## src/rtl/pgmon_pkg.sv

```systemverilog
// Package for the power-good window monitor.
// Holds the controller state encoding shared by the controller and the top.
package pgmon_pkg;

    typedef enum logic [1:0] {
        PG_OFF  = 2'd0,   // forced low: fault, disable or soft start running
        PG_QUAL = 2'd1,   // not good, building a qualification run
        PG_GOOD = 2'd2    // good flag asserted
    } pg_state_t;

endpackage

```

## src/rtl/pgmon_gate.sv

```systemverilog
// Input conditioning for the power-good monitor.
// Folds the window and control inputs into the three conditions the
// controller and the counter need. Assumes the inputs are already
// synchronous to clk. A tight-window flag without the wide-window flag is
// inconsistent and is treated as outside both windows.
module pgmon_gate (
    input  logic win_tight_i,
    input  logic win_wide_i,
    input  logic ss_done_i,
    input  logic force_off_i,
    output logic inhibit_o,
    output logic outside_wide_o,
    output logic qual_clr_o
);

    logic tight_ok;

    // Derive inhibit, wide-window exit and qualification clear
    always_comb begin
        inhibit_o      = force_off_i | ~ss_done_i;
        tight_ok       = win_tight_i & win_wide_i;
        outside_wide_o = ~win_wide_i;
        qual_clr_o     = inhibit_o | ~tight_ok;
    end

endmodule

```

## src/rtl/pgmon_qual_cnt.sv

```systemverilog
// Saturating qualification counter.
// Counts consecutive clock edges at which clr_i is low and stops at LIMIT.
// ripe_o tells the controller that the current edge, if not cleared, is
// the LIMIT-th consecutive one. Assumes LIMIT >= 2.
module pgmon_qual_cnt #(
    parameter int unsigned LIMIT = 256
) (
    input  logic clk,
    input  logic rst_n,
    input  logic clr_i,
    output logic ripe_o
);

    localparam int unsigned CNT_W = $clog2(LIMIT + 1);
    localparam logic [CNT_W-1:0] CNT_MAX  = CNT_W'(LIMIT);
    localparam logic [CNT_W-1:0] CNT_RIPE = CNT_W'(LIMIT - 1);

    logic [CNT_W-1:0] cnt_q;
    logic [CNT_W-1:0] cnt_d;

    // Next count: clear, hold at the ceiling, or advance by one
    always_comb begin
        if (clr_i) begin
            cnt_d = '0;
        end else if (cnt_q == CNT_MAX) begin
            cnt_d = cnt_q;
        end else begin
            cnt_d = cnt_q + CNT_W'(1);
        end
    end

    // Count register with synchronous reset
    always_ff @(posedge clk) begin
        if (!rst_n) begin
            cnt_q <= '0;
        end else begin
            cnt_q <= cnt_d;
        end
    end

    // Flag that this edge completes the run
    always_comb begin
        ripe_o = ~clr_i & (cnt_q >= CNT_RIPE);
    end

endmodule

```

## src/rtl/pgmon_fsm.sv

```systemverilog
// Power-good controller.
// Three states: forced off, qualifying and good. Inhibit wins over
// everything, a wide-window exit drops good at once, and qualification
// completion raises good. The good flag comes straight from the state
// register, so it has no combinational path from the inputs.
module pgmon_fsm
    import pgmon_pkg::*;
(
    input  logic clk,
    input  logic rst_n,
    input  logic inhibit_i,
    input  logic outside_wide_i,
    input  logic ripe_i,
    output logic pg_o
);

    pg_state_t state_q;
    pg_state_t state_d;

    // Next-state decision with inhibit first, then drop, then rise
    always_comb begin
        state_d = state_q;
        if (inhibit_i) begin
            state_d = PG_OFF;
        end else begin
            case (state_q)
                PG_GOOD: begin
                    if (outside_wide_i) begin
                        state_d = PG_QUAL;
                    end
                end
                PG_OFF, PG_QUAL: begin
                    state_d = ripe_i ? PG_GOOD : PG_QUAL;
                end
                default: state_d = PG_OFF;
            endcase
        end
    end

    // State register with synchronous reset
    always_ff @(posedge clk) begin
        if (!rst_n) begin
            state_q <= PG_OFF;
        end else begin
            state_q <= state_d;
        end
    end

    // Good flag decoded from the registered state
    always_comb begin
        pg_o = (state_q == PG_GOOD);
    end

endmodule

```

## src/rtl/pgmon_window.sv

```systemverilog
// Power-good window monitor, top level.
// Raises pg_o after QUAL_CYCLES consecutive clocks inside the tight window,
// holds it while the feedback stays inside the wide window, and drops it
// one edge after a wide-window exit, a fault, a disable or a return to
// soft start. Assumes all inputs are synchronous to clk.
module pgmon_window #(
    parameter int unsigned QUAL_CYCLES = 256
) (
    input  logic clk,
    input  logic rst_n,
    input  logic win_tight_i,
    input  logic win_wide_i,
    input  logic ss_done_i,
    input  logic force_off_i,
    output logic pg_o
);

    logic inhibit;
    logic outside_wide;
    logic qual_clr;
    logic ripe;

    pgmon_gate u_gate (
        .win_tight_i    (win_tight_i),
        .win_wide_i     (win_wide_i),
        .ss_done_i      (ss_done_i),
        .force_off_i    (force_off_i),
        .inhibit_o      (inhibit),
        .outside_wide_o (outside_wide),
        .qual_clr_o     (qual_clr)
    );

    pgmon_qual_cnt #(
        .LIMIT (QUAL_CYCLES)
    ) u_cnt (
        .clk    (clk),
        .rst_n  (rst_n),
        .clr_i  (qual_clr),
        .ripe_o (ripe)
    );

    pgmon_fsm u_fsm (
        .clk            (clk),
        .rst_n          (rst_n),
        .inhibit_i      (inhibit),
        .outside_wide_i (outside_wide),
        .ripe_i         (ripe),
        .pg_o           (pg_o)
    );

endmodule

```

## config.mk

```make
export PLATFORM = sky130hd
export DESIGN_NAME = pgmon_window
export DESIGN_NICKNAME = d
export VERILOG_FILES = /design/src/rtl/pgmon_pkg.sv /design/src/rtl/pgmon_gate.sv /design/src/rtl/pgmon_qual_cnt.sv /design/src/rtl/pgmon_fsm.sv /design/src/rtl/pgmon_window.sv
export SDC_FILE = /design/constraint.sdc
export NUM_CORES = 1
export LEC_CHECK = 0
export BUFFER_PORTS_ARGS = -buffer_cell sky130_fd_sc_hd__buf_2
export CORE_AREA = 2 2 39 41
export DETAILED_ROUTE_END_ITERATION = 8
export DIE_AREA = 0 0 41 43
export PLACE_DENSITY = 0.69
export SETUP_SLACK_MARGIN = 0.3
export SLEW_MARGIN = 20
export SYNTH_ARGS = -nofsm -noshare
export SYNTH_HDL_FRONTEND = slang
export SYNTH_SLANG_ARGS = --single-unit
```

## constraint.sdc

```tcl
create_clock -name clk -period 1.6 [get_ports clk]
set_input_delay 0.32 -clock clk [delete_from_list [all_inputs] [get_ports clk]]
set_output_delay 0.32 -clock clk [all_outputs]
set_load 0.02 [all_outputs]
```

Word-level counts from Yosys, hierarchy flattened
Cells that the tools add are included.
{"block": "word_totals", "output_inout_bits": 1, "input_bits": 6, "word_cells": 23, "reg_bits": 11}
{"block": "classes", "add_sub_neg": 1, "bitwise": 8, "n_eq_ne": 4, "n_reduce_logical": 4, "mux": 3, "n_lt_le_gt_ge": 1}
{"op": "adder 9 x 1 -> 9 bit, second input constant", "count": 1}
{"op": "equality test 9 bit, second input constant", "count": 1}
{"op": "greater-or-equal comparator 9 x 8 -> 1 bit, second input constant", "count": 1}
{"op": "OR reduction 2 bit", "count": 3}
{"op": "two-way mux 2 bit", "count": 2}
{"op": "inverter 1 bit", "count": 4}
{"op": "one-hot mux 2 bit (2 select lines)", "count": 1}
{"op": "bitwise AND 1 bit", "count": 2}
{"op": "equality test 2 x 1 -> 1 bit, second input constant", "count": 1}
{"op": "equality test 2 bit, second input constant", "count": 1}
{"op": "zero test 2 bit", "count": 1}
{"op": "!= test 2 bit, second input constant", "count": 1}
{"op": "bitwise OR 1 bit", "count": 2}

Logic depth before layout (Yosys ltp)
{"block": "logic_depth", "depth_word": 7, "ltp_mapped": 6, "mapped_depth_nobuf": 6}

By module
From an unflattened synthesis, not the netlist that was laid out.
{"block": "unflattened", "hier_cells": 70, "hier_area_um2": 585.6}
{"module": "pgmon_qual_cnt", "cells_each": 57, "instances": 1, "area_per_inst_um2": 475.5}
{"module": "pgmon_fsm", "cells_each": 10, "instances": 1, "area_per_inst_um2": 91.3}
{"module": "pgmon_gate", "cells_each": 3, "instances": 1, "area_per_inst_um2": 18.8}

Worst setup path after synthesis
No wires, ideal clock.
{"block": "synth_path", "path_kind": "register to register", "start": "register u_cnt.cnt_q[4]", "end": "register u_fsm.state_q[1]", "t_arrival_ns": 1.374, "path_stages_with_launch": 7, "slack_ns": 0.109, "path_cell_list": "dfxtp_1 > and4_2 > and4_2 > ha_1 > nor3_1 > a21oi_1 > and3_2"}
{"block": "synth_via", "elab_chain_cells": 4}
{"element": "start: declaration", "line_no": "pgmon_qual_cnt.sv:18", "text": "logic [CNT_W-1:0] cnt_q;"}
{"element": "start signal: assignment", "line_no": "pgmon_qual_cnt.sv:37", "text": "cnt_q <= cnt_d;"}
{"element": "greater-or-equal comparator 9 x 8 -> 1 bit", "line_no": "pgmon_qual_cnt.sv:43", "text": "ripe_o = ~clr_i & (cnt_q >= CNT_RIPE);"}
{"element": "bitwise AND 1 bit", "line_no": "pgmon_qual_cnt.sv:43"}
{"element": "two-way mux 2 bit", "line_no": "pgmon_fsm.sv:33", "text": "state_d = ripe_i ? PG_GOOD : PG_QUAL;"}
{"element": "one-hot mux 2 bit (2 select lines)", "line_no": "pgmon_fsm.sv:26", "text": "case (state_q)"}
{"element": "end signal: assignment", "line_no": "pgmon_fsm.sv:45", "text": "state_q <= state_d;"}
{"element": "end: declaration", "line_no": "pgmon_fsm.sv:17", "text": "pg_state_t state_q;"}
No other way between the ends.
A chain may end at the register's enable or synchronous reset.

Final worst setup path
{"block": "layout_path", "start": "register u_cnt.cnt_q[2]", "end": "register u_fsm.state_q[0]"}
The elaborated chain is that of the path after synthesis.

==> results.json <==
{
  "skew_ps": 2.22,
  "drv_slew": 0,
  "core_area_mm2": 0.00138,
  "first_pass_iters": 4,
  "ys_seq_area_share_pct": 42.3,
  "relSlewSlack_pct": 73.2,
  "whs_path_depth": 2,
  "fp.dieW_um": 41,
  "crit_arrival_ps": 1580,
  "ys_ff_latch": 11,
  "globalplace.congestion": 0.739,
  "fin_nets": 79,
  "max_cap_viol_count": 0,
  "n_antenna_cell": 0,
  "clockBufferDepth": 2,
  "fin_crit_sh_pct": 88.8,
  "synthCells": 57,
  "drt_wl_total_um": 1020,
  "ir_drop_uv": 533,
  "num_vias": 429,
  "pwr_density_cell_mw_per_mm2": 701,
  "p_leak_uw": 0.000246,
  "rsz0062_at_grt": "true",
  "path_class": "flip-flop to flip-flop",
  "synth_edf_count": 0,
  "synthFlopType": "dfxtp_1",
  "htreeDepth": 1,
  "synth_fp_nets": 66,
  "antenna_found_initial": 0,
  "status": "finished clean",
  "floorplan.rows": 14,
  "grt_max_degree": 10,
  "setup_viol": 0,
  "wl_per_cell_um": 12.0,
  "drtIter0Drc": 5,
  "worstPathMaxFanout": 4,
  "hold_viol_final": 0,
  "final_area_um2": 678,
  "period_minus_slack_ps": 1420,
  "cts_root_buf": "clkbuf_4",
  "viasPerCell": 5.05,
  "place_area_um2": 599,
  "ant_nets": 0,
  "critPathRequiredTime_ps": 1760,
  "numClockSinks": 11,
  "die_area_mm2": 0.00176,
  "floorplan.initialDensity_pct": 37.6,
  "drive_gt1_share_pct": 39.1,
  "cts.clk_slew.worst_paths_ps": 70,
  "synthesis.area_um2": 520,
  "hold_class": "primary input to flip-flop",
  "fin_cells": 85,
  "ys_async_sr_fraction_pct": 0,
  "cts_inserted_buffers": 3,
  "first_global_vias": 417,
  "dp_cells": 79,
  "syn_area_per_cell_um2": 9.13,
  "area_growth_pct": 30.3,
  "n_fill_cell": 133,
  "dp_hpwl_um": 690,
  "cts_tree": "done",
  "die_y_um": 43,
  "cp-start-kind": "flip-flop",
  "overflow": 0,
  "io_pins": 7,
  "drc": 0,
  "setup_tns_ps": 0,
  "grtUsageTotal_pct": 13.5,
  "max_freq_mhz": 704,
  "r2r_cells": 6,
  "end_kind": "flip-flop",
  "ys_warn_count": 0,
  "synth_cell_types": 22,
  "grt_pass1_wl_um": 1570,
  "port_buffers": 6,
  "max_slew.worst_pin.slew_ps": 400,
  "insertion_delay_ps": 270,
  "holdBufCountCts": 0
}
## cell usage after synthesis (2+ instances only)
library cell,instances,area (um2)
nor2b_1,2,12.5
nand4_1,4,25.0
ha_1,3,37.5
dfxtp_1,11,220
and4_2,2,20.0
inv_1,3,11.3
nor2_1,8,30.0
a21oi_1,3,15.0
xor2_1,5,43.8
nand3_1,2,10.0
nand2_1,3,11.3
## final cells by class
| type | count | area (um2) | area share, % |
|---|---|---|---|
| repair buffers | 8 | 47.5 | 7.01 |
| well taps | 16 | 20.0 | 2.95 |
| clock inverters | 1 | 5.00 | 0.738 |
| inverters | 3 | 11.3 | 1.66 |
| flip-flops and latches | 11 | 236 | 34.9 |
| clock buffers | 3 | 22.5 | 3.32 |
| multi-input cells | 43 | 335 | 49.4 |
## metal layers
metal	up-vias	part of all wire [%]	track usage, %	wire length [um]
li1	222	-	-	-
met1	188	44	15.5	450
met2	17	47	21.3	480
met3	2	6.6	3.14	67
met4	0	1.9	8.00	19
met5	-	0	0	0
## cell families (layout without fill, tap and decap cells)
| logic type | count (synthesis) | in the layout | share of synthesized area (%) |
|---|---|---|---|
| xor+xnor | 6 | 6 | 10.1 |
| buf+inv | 3 | 15 | 2.16 |
| flops | 11 | 11 | 42.3 |
| mux | 1 | 1 | 1.92 |
| simple gates | 29 | 29 | 32.5 |
| compound gates | 4 | 4 | 3.84 |
| fa+ha+maj | 3 | 3 | 7.21 |
## layout by cell type, fill, tap and decap left out, types with 2 or more instances in the layout
cell type | Yosys | layout
a21oi_1 | 3 | 3
and4_4 | 0 | 2
buf_2 | 0 | 5
buf_4 | 0 | 3
clkbuf_4 | 0 | 3
dfxtp_1 | 11 | 4
dfxtp_2 | 0 | 4
dfxtp_4 | 0 | 3
ha_4 | 0 | 2
inv_1 | 3 | 3
nand2_1 | 3 | 3
nand3_1 | 2 | 2
nand4_1 | 4 | 4
nor2_1 | 8 | 8
xor2_1 | 5 | 5
## state kept, by name, summed over array words and instances (netlist names)
| signal | flops |
|---|---|
| u_fsm.state_q | 2 |
| u_cnt.cnt_q | 9 |
## power by group
| group | switching [uW] | total [uW] | internal (uW) |
|---|---|---|---|
| registers | 1.63 | 272 | 270 |
| logic | 6.03 | 13.7 | 7.72 |
| clock network | 97.4 | 190 | 92.6 |
## final timing paths
path | startpoint | end | slack [ps]
min reg2reg | u_cnt.cnt_q[5] | u_cnt.cnt_q[5] | 530
max reg2reg | u_cnt.cnt_q[2] | u_fsm.state_q[0] | 180
max | u_cnt.cnt_q[2] | u_fsm.state_q[0] | 180
min | rst_n | u_fsm.state_q[1] | 320
## metrics by stage
| step | total power (uW) | utilization (%) | setup slack, ps | hold WS [ps] |
|---|---|---|---|---|
| after floorplan | 288 | - | 205 | 481 |
| after global placement | 296 | 43.3 | 172 | 494 |
| after detailed placement | 296 | 43.3 | 143 | 509 |
| after CTS | 487 | 48.2 | 160 | 314 |
| after global routing | 500 | 49.0 | 132 | 327 |
| final | 475 | 49.0 | 179 | 319 |
## timing repair
item	in CTS	in global routing
cloned	0	0
setup buffers	2	0
gates resized for setup	6	4
endpoints found under the setup margin	6	7
pin swaps	1	4
## critical path: stages (launching register included)
cell and delay (ps):
dfxtp_4 370, and4_4 230, and4_4 230, ha_4 120
nor3_2 30, a21oi_1 130, and4b_1 210
No activity file was read; power rests on OpenSTA's default activity.
